**src/rtl/csp_pkg.sv**
```systemverilog
package csp_pkg;
    localparam int WORD_W    = 32;
    localparam int ADDR_W    = 4;
    localparam int NUM_REGS  = 11;
    localparam int RB_W      = 16;
    localparam int RB_REG    = 7;
    localparam int RB_EN_BIT = 8;
    localparam int MODE_LSB  = 4;
    localparam int MODE_W    = 3;
    localparam int SYNC_DEPTH = 2;
    localparam logic [7:0] PROD_CODE = 8'h20;
    localparam logic [7:0] REV_CODE  = 8'h30;

    typedef enum logic [MODE_W-1:0] {
        RB_FREQ   = 3'd0,
        RB_LEVEL  = 3'd1,
        RB_SUPPLY = 3'd2,
        RB_ID     = 3'd3,
        RB_FCAL   = 3'd4
    } rb_mode_e;

    typedef struct packed {
        logic [15:0] freq;
        logic [6:0]  level;
        logic [1:0]  fgain;
        logic [1:0]  lgain;
        logic [6:0]  supply;
        logic [7:0]  fcal;
    } meas_t;

    typedef struct packed {
        logic ce_lvl;
        logic sclk_rise;
        logic sle_rise;
        logic sle_fall;
        logic data;
    } evt_t;

    function automatic logic [RB_W-1:0] rb_format(input logic [MODE_W-1:0] mode,
                                                  input meas_t m);
        logic [RB_W-1:0] w;
        w = '0;
        case (rb_mode_e'(mode))
            RB_FREQ:   w = m.freq;
            RB_LEVEL:  w = {5'b0, m.lgain, m.fgain, m.level};
            RB_SUPPLY: w = {9'b0, m.supply};
            RB_ID:     w = {PROD_CODE, REV_CODE};
            RB_FCAL:   w = {8'b0, m.fcal};
            default:   w = '0;
        endcase
        return w;
    endfunction
endpackage

```
**src/rtl/csp_sync.sv**
```systemverilog
module csp_sync
    import csp_pkg::*;
#(
    parameter int STAGES = SYNC_DEPTH
) (
    input  logic clk,
    input  logic rst,
    input  logic ce,
    input  logic sclk,
    input  logic sdata,
    input  logic sle,
    output evt_t evt
);
    // lane order: {ce, sle, sclk, sdata}
    logic [3:0] pipe [STAGES];
    logic [3:0] last;
    logic [3:0] cur;

    always_ff @(posedge clk) begin
        if (rst) begin
            for (int i = 0; i < STAGES; i++) pipe[i] <= '0;
            last <= '0;
        end else begin
            pipe[0] <= {ce, sle, sclk, sdata};
            for (int i = 1; i < STAGES; i++) pipe[i] <= pipe[i-1];
            last <= pipe[STAGES-1];
        end
    end

    assign cur = pipe[STAGES-1];

    always_comb begin
        evt.ce_lvl    = cur[3];
        evt.sle_rise  = cur[3] & cur[2] & ~last[2];
        evt.sle_fall  = ~cur[2] & last[2];
        evt.sclk_rise = cur[3] & cur[1] & ~last[1];
        evt.data      = cur[0];
    end
endmodule

```
**src/rtl/csp_shift_in.sv**
```systemverilog
module csp_shift_in
    import csp_pkg::*;
(
    input  logic              clk,
    input  logic              rst,
    input  logic              ce_lvl,
    input  logic              sclk_rise,
    input  logic              data,
    output logic [WORD_W-1:0] word
);
    always_ff @(posedge clk) begin
        if (rst || !ce_lvl) begin
            word <= '0;
        end else if (sclk_rise) begin
            word <= {word[WORD_W-2:0], data};
        end
    end
endmodule

```
**src/rtl/csp_reg_bank.sv**
```systemverilog
module csp_reg_bank
    import csp_pkg::*;
(
    input  logic                       clk,
    input  logic                       rst,
    input  logic                       wr,
    input  logic [WORD_W-1:0]          word,
    output logic [NUM_REGS*WORD_W-1:0] regs
);
    logic [ADDR_W-1:0] addr;
    assign addr = word[ADDR_W-1:0];

    for (genvar g = 0; g < NUM_REGS; g++) begin : g_reg
        logic [WORD_W-1:0] q;
        always_ff @(posedge clk) begin
            if (rst) begin
                q <= '0;
            end else if (wr && addr == ADDR_W'(g)) begin
                q <= word;
            end
        end
        assign regs[g*WORD_W +: WORD_W] = q;
    end
endmodule

```
**src/rtl/csp_readback.sv**
```systemverilog
module csp_readback
    import csp_pkg::*;
(
    input  logic              clk,
    input  logic              rst,
    input  logic              ce_lvl,
    input  logic              sle_rise,
    input  logic              sle_fall,
    input  logic              sclk_rise,
    input  logic [ADDR_W-1:0] addr,
    input  logic              rb_en,
    input  logic [MODE_W-1:0] mode,
    input  meas_t             meas,
    output logic              sread
);
    localparam int SH_W = RB_W + 1;

    logic            active;
    logic [SH_W-1:0] sh;

    always_ff @(posedge clk) begin
        if (rst || !ce_lvl) begin
            active <= 1'b0;
            sh     <= '0;
            sread  <= 1'b0;
        end else if (sle_rise) begin
            if (addr == ADDR_W'(RB_REG) && rb_en) begin
                active <= 1'b1;
                sh     <= {1'b0, rb_format(mode, meas)};
            end else begin
                active <= 1'b0;
                sh     <= '0;
            end
        end else if (sle_fall) begin
            active <= 1'b0;
            sh     <= '0;
            sread  <= 1'b0;
        end else if (sclk_rise && active) begin
            sread <= sh[SH_W-1];
            sh    <= {sh[SH_W-2:0], 1'b0};
        end
    end
endmodule

```
**src/rtl/cfg_serial_port.sv**
```systemverilog
module cfg_serial_port
    import csp_pkg::*;
(
    input  logic                       clk,
    input  logic                       rst,
    input  logic                       ce,
    input  logic                       sclk,
    input  logic                       sdata,
    input  logic                       sle,
    input  logic [15:0]                freq_i,
    input  logic [6:0]                 level_i,
    input  logic [1:0]                 fgain_i,
    input  logic [1:0]                 lgain_i,
    input  logic [6:0]                 supply_i,
    input  logic [7:0]                 fcal_i,
    output logic                       sread,
    output logic [NUM_REGS*WORD_W-1:0] cfg_regs_o
);
    evt_t              evt;
    meas_t             meas;
    logic [WORD_W-1:0] shift_word;
    logic              ce_lvl, sclk_rise, sle_rise, sle_fall;

    assign ce_lvl    = evt.ce_lvl;
    assign sclk_rise = evt.sclk_rise;
    assign sle_rise  = evt.sle_rise;
    assign sle_fall  = evt.sle_fall;

    always_comb begin
        meas.freq   = freq_i;
        meas.level  = level_i;
        meas.fgain  = fgain_i;
        meas.lgain  = lgain_i;
        meas.supply = supply_i;
        meas.fcal   = fcal_i;
    end

    csp_sync #(.STAGES(SYNC_DEPTH)) u_sync (
        .clk(clk), .rst(rst), .ce(ce), .sclk(sclk), .sdata(sdata), .sle(sle), .evt(evt)
    );

    csp_shift_in u_shift (
        .clk(clk), .rst(rst), .ce_lvl(ce_lvl), .sclk_rise(sclk_rise),
        .data(evt.data), .word(shift_word)
    );

    csp_reg_bank u_bank (
        .clk(clk), .rst(rst), .wr(sle_rise), .word(shift_word), .regs(cfg_regs_o)
    );

    csp_readback u_rb (
        .clk(clk), .rst(rst), .ce_lvl(ce_lvl), .sle_rise(sle_rise), .sle_fall(sle_fall),
        .sclk_rise(sclk_rise), .addr(shift_word[ADDR_W-1:0]),
        .rb_en(shift_word[RB_EN_BIT]), .mode(shift_word[MODE_LSB +: MODE_W]),
        .meas(meas), .sread(sread)
    );
endmodule

```
**config.mk**
```make
export PLATFORM = sky130hd
export DESIGN_NAME = cfg_serial_port
export DESIGN_NICKNAME = d
export VERILOG_FILES = /design/src/rtl/csp_pkg.sv /design/src/rtl/csp_sync.sv /design/src/rtl/csp_shift_in.sv /design/src/rtl/csp_reg_bank.sv /design/src/rtl/csp_readback.sv /design/src/rtl/cfg_serial_port.sv
export SDC_FILE = /design/constraint.sdc
export NUM_CORES = 1
export LEC_CHECK = 0
export BUFFER_PORTS_ARGS = -buffer_cell sky130_fd_sc_hd__buf_4
export CORE_ASPECT_RATIO = 0.75
export CORE_UTILIZATION = 35
export DETAILED_ROUTE_END_ITERATION = 7
export SLEW_MARGIN = 0
export SYNTH_ARGS = -nofsm -noshare
export SYNTH_HDL_FRONTEND = slang
export SYNTH_SLANG_ARGS = --single-unit
```
**constraint.sdc**
```tcl
create_clock -name clk -period 1.9 [get_ports clk]
set_input_delay 0.285 -clock clk [delete_from_list [all_inputs] [get_ports clk]]
set_output_delay 0.285 -clock clk [all_outputs]
set_load 0.02 [all_outputs]
```
After elaboration in Yosys (flattened, before gate mapping) --
Memories as Yosys holds them, arrays and structs flattened. Cells that the tools add are included.
Storage, ports and cells: RAM bits 8, logic and storage cells 78, output and inout port bits 353, bits in registers 406, memories kept 1
Operators by class: eq/ne operators 14, bitwise gates (word level) 11, multiplexer cells 15, reductions and logical operators 21
Memory list:
- u_sync.pipe | depth 2, width 4, read ports 2, clocked after memory_dff 0, wr ports 2, RTL line csp_sync.sv:15 | logic [3:0] pipe [STAGES];
Operator list (number):
- $pmux 16 s5 | 1
- $mux 17 | 3
- $eq 4x3->1 const B | 4
- $mux 16 | 1
- $logic_and 1x1->1 | 13
- $eq 4x4->1 const B | 3
- $eq 4x2->1 const B | 2
- $mux 1 | 8
- $mux 4 | 2
- $eq 3x2->1 const B | 2
- $and 1x1->1 | 5
- $eq 4x1->1 const B | 1
- $logic_not 4->1 | 1
- $not 1->1 | 4
- $reduce_bool 2->1 | 2
- $eq 3x1->1 const B | 1
- $eq 3x3->1 const B | 1
- $logic_not 3->1 | 1
- $reduce_bool 3->1 | 1
- $or 1x1->1 | 2
- $reduce_and 2->1 | 1
- $logic_not 1->1 | 1
- $logic_or 1x1->1 | 1

Longest topological paths before layout --
An unclocked memory read counts as a cell.
depth after elaboration 7, gate-level depth with buffers 8, mapped depth without buffers 4

Modules after synthesis --
Synthesis repeated with hierarchy kept, for this count alone.
Second synthesis, totals: cell total of the unflattened synthesis 1477, area, all modules 15806.4 um^2
Modules (own cells, without submodules):
- csp_reg_bank | times used 1, cells each 1222, area an instance 13190.2 um^2
- csp_shift_in | times used 1, cells each 104, area an instance 1173.6 um^2
- csp_readback | times used 1, cells each 126, area an instance 1141.1 um^2
- csp_sync | times used 1, cells each 25, area an instance 301.5 um^2

Worst setup path before layout --
Ideal clock, no wire load.
path type register -> register, start point memory u_sync.pipe[1][3] (netlist: u_sync.pipe[0][7]), end point register u_bank.g_reg[10].q[10], cell stages (with the launch flop) 8, data required time 1768 ps, arrival 1444 ps, setup time 132 ps, setup slack 324 ps, path buffers 3, period minus slack after synthesis 1576 ps, cells stage by stage dfxtp_1 -> buf_2 -> nand4b_2 -> or3_1 -> buf_2 -> buf_2 -> nand2_1 -> a21oi_1
RTL lines:
- start, declared | RTL line csp_sync.sv:15
- end signal, assigned | RTL line csp_reg_bank.sv:19 | q <= word;
- end, declared | RTL line csp_reg_bank.sv:14 | logic [WORD_W-1:0] q;

==> results.yml <==
critical_path:
  cp-end-kind: "flip-flop"
  critPathMaxStageDelay_ps: 430
  worst_setup_path_type: "reg -> reg"
  r2r_slack_ps: 160
  arrival_ps: 2210
  master_of_the_slowest_instance_on_the_critical_path: "dfxtp_1"
  cp_cell_sequence: "and4bb_1 -> and3_2 -> buf_4 -> nand2_1 -> a21oi_1"
  worst_r2r_startpoint: "u_sync.pipe[0][6]"
  startpoint_type_of_the_worst_setup_path: "flip-flop"
  cp.required_ps: 2370
  critical_path.max_fanout: 20
  crit_path_start: "u_sync.pipe[0][6]"
pwr:
  register_share_of_total_power: 0.469
  clock_power_share: 0.514
  cell_internal_pwr_mw: 14.7
  power.combinational.fraction: 0.017
  netsw_mw: 3.77
  total_power_after_layout_mw: 18.5
  power.ir.vdd_worst_mv: 0.709
  cellLeakagePower_nw: 7.79
  netSwitchingFraction: 0.204
  total_power_density_per_cell_area_nw_per_um2: 922
synth:
  synth.yosys.seq_area_share: 0.566
  synth_area_sq_um: 14600
  post_synth_num_cell_types: 37
  synthXorXnorAreaFrac: 0
  synth_seq_cells: 413
  yosys.area_share.adder: 0
  syn-num-nets: 1834
  synth_top_family_by_area: "simple AND/OR/NAND/NOR gates"
  avg_cell_area_syn_sq_um: 8.18
  number_of_standard_cells_after_synthesis: 1786
  synth-compound-area-share: 0.145
  ys_warn_count: 0
  synthMuxAreaShare: 0.0107
  post_synth_and_or_nand_nor_area_fraction: 0.231
floorplan:
  dieArea_sq_um: 42600
  placeableCoreArea_sq_um: 41000
  pin_count: 401
  die_width_um: 238
  dieHeight_um: 179
  initial_utilization: 0.356
  num_rows: 64
sta:
  final-hold-violation-count: 0
  max_slew.worst_pin.slew_ps: 855
  timing_max_transition_violations_final: 0
  final.min_clock_period_ps: 1740
  finalClockSkew_ps: 11.7
  timing.hold.ws_ps: 99.5
  max_freq_mhz: 574
  setup_viol: 0
  grt_setup_unrepaired: "no"
  layout_worst_path_cycle_share: 0.917
  final.setup.tns_ps: 0
  max_slew_margin: 0.430
final_layout:
  final_cell_mix: "nand2_1, buf_4, dfxtp_1"
  nNetsFinal: 2199
  share_of_layout_cells_above_drive_strength_1: 0.266
  synthesis_to_layout_area_growth_pct: 37.3
  n_fill_cell: 3998
  antenna_cells: 0
  stdcell_count: 2745
  register_area_sq_um: 8270
  fin_util: 0.489
  most_common_cell_after_layout_fill_and_taps_aside: "nand2_1"
  area_of_the_multi_input_gates_sq_um: 5710
grt:
  grt_busiest_layer: "met2"
  grt_max_degree: 119
  global_route.usage.met3: 0.0644
  groute.usage.overall: 0.231
  grt_pass1_vias: 12600
  grt_first_pass_wirelength_um: 75600
  grt_antenna_before_repair: 0
  grt.met2_usage: 0.371
  total_congestion_overflow_after_global_routing: 0
  use_met1: 0.304
worst_hold_path:
  hold_path_class: "in -> reg"
  hold_start: "freq_i[9]"
clocking:
  cts_max_level: 2
  tritoncts_clock_tree: "built"
  numCtsBuffers: 43
  cts_root_buffer: "clkbuf_16"
  cts_buffer_depth: 3
  clock_sinks: 413
  cts.repair_timing.setup_buffer_count: 0
  clkSlewWorstSetupHoldPaths_ps: 60
  clock_latency_ps: 540
placed_design:
  place.detailed.instances: 2659
  dp_hpwl_um: 34300
  gp_congestion: 0.832
  port_buffers: 400
flow_run:
  drv.max_cap_violation_count: 0
routing:
  ant_nets: 0
  wirelength_um: 51000
  remaining_drc_errors: 0
  drt-vias-per-instance: 4.92
  dr.pass1.iters: 5
  vias_post_dr: 13500
  avgRoutedWirePerCell_um: 18.6
  drt_iter0_drc: 971
status:
  run_status: "finished clean"
-- repair_timing --
action                                 CTS  global route
setup endpoints to repair                0            39
hold buffers                             8             0
endpoints found under the hold margin    8             0
resized for setup                        0             1
-- synthesized netlist by cell type --
master	n	share of area
a21oi_1	345	0.12
a31oi_1	1	0.00043
a32o_1	1	0.00069
a32oi_1	4	0.0024
and2_0	1	0.00043
and2_1	3	0.0013
and3_1	5	0.0021
and4b_1	4	0.0027
and4bb_1	1	0.00086
buf_1	5	0.0013
buf_2	47	0.016
buf_4	10	0.0051
clkbuf_1	93	0.024
dfxtp_1	413	0.57
inv_2	1	0.00026
mux2_2	5	0.0039
mux2i_1	10	0.0069
nand2_1	674	0.17
nand2b_1	5	0.0021
nand3_1	5	0.0017
nand3_2	8	0.0055
nand3b_1	2	0.0010
nand4_1	1	0.00043
nand4b_1	1	0.00060
nand4b_2	1	0.0010
nand4bb_2	1	0.0011
nor2_1	41	0.011
nor2b_1	13	0.0056
nor3_1	4	0.0014
nor3_2	6	0.0041
nor3b_1	28	0.014
o21a_1	5	0.0026
o21ai_0	18	0.0062
o221a_2	16	0.012
o22ai_1	3	0.0013
o32a_1	2	0.0014
or3_1	3	0.0013
-- metrics by stage --
step                area [sq um]  setup slack, ps
finish                     20100              159
global route               20100             15.3
CTS                        20100             54.3
detailed placement         18400             95.3
global placement           18400              162
floorplan                  14600              324
-- path summary, 6_finish.rpt --
kind / to / cells after the start
worst min-delay path: u_rb.sh[9] / 3
worst max register to register: u_bank.g_reg[0].q[27] / 5
worst min register to register: u_sync.pipe[0][7] / 1
worst max-delay path: u_bank.g_reg[0].q[27] / 5
-- worst max-delay path: cells and delay by family (launching register included) --
| kind | cells | cell delay [ps] |
|---|---|---|
| buffers and inverters | 1 | 280 |
| AOI/OAI and AO/OA | 1 | 150 |
| and+or+nand+nor | 3 | 800 |
| DFF | 1 | 430 |
-- logic make-up (layout without fill, tap and decap cells) --
family          Yosys count  after routing
buf+inv                 156            554
mux                      15             15
compound gates          395            395
flops                   413            413
simple gates            807            807
-- metal layers --
metal / vias up / wire, um / share of wire
met1: 6416 / 22400 / 0.44
met4: 0 / 1110 / 0.022
met2: 457 / 23300 / 0.46
li1: 6565 / - / -
met3: 78 / 4180 / 0.082
met5: - / 0 / 0
-- final cells by class --
type | count | area share
timing repair buffer | 475 | 0.188
clock inverter | 18 | 0.0165
multi-input combinational | 1217 | 0.285
clock buffer | 60 | 0.0639
sequential | 413 | 0.412
inverter | 1 | 0.000187
tap | 561 | 0.0350
-- sequential cells by signal, summed over array words and instances, names as in the netlist --
| name | count |
|---|---|
| u_bank.g.q | 352 |
| u_rb.active | 1 |
| u_rb.sh | 17 |
| u_rb.sread | 1 |
| u_shift.word | 32 |
| u_sync.last | 2 |
| u_sync.pipe | 8 |
-- power groups by stage --
stage | clock [mW] | sequential (mW) | combinational, mW
global route | 10.0 | 8.67 | 0.342
finish | 9.51 | 8.67 | 0.318
floorplan | 0 | 8.86 | 0.159
detailed placement | 0 | 8.87 | 0.304
global placement | 0 | 8.87 | 0.303
CTS | 9.68 | 8.67 | 0.318
(Power assumes the default switching activity.)
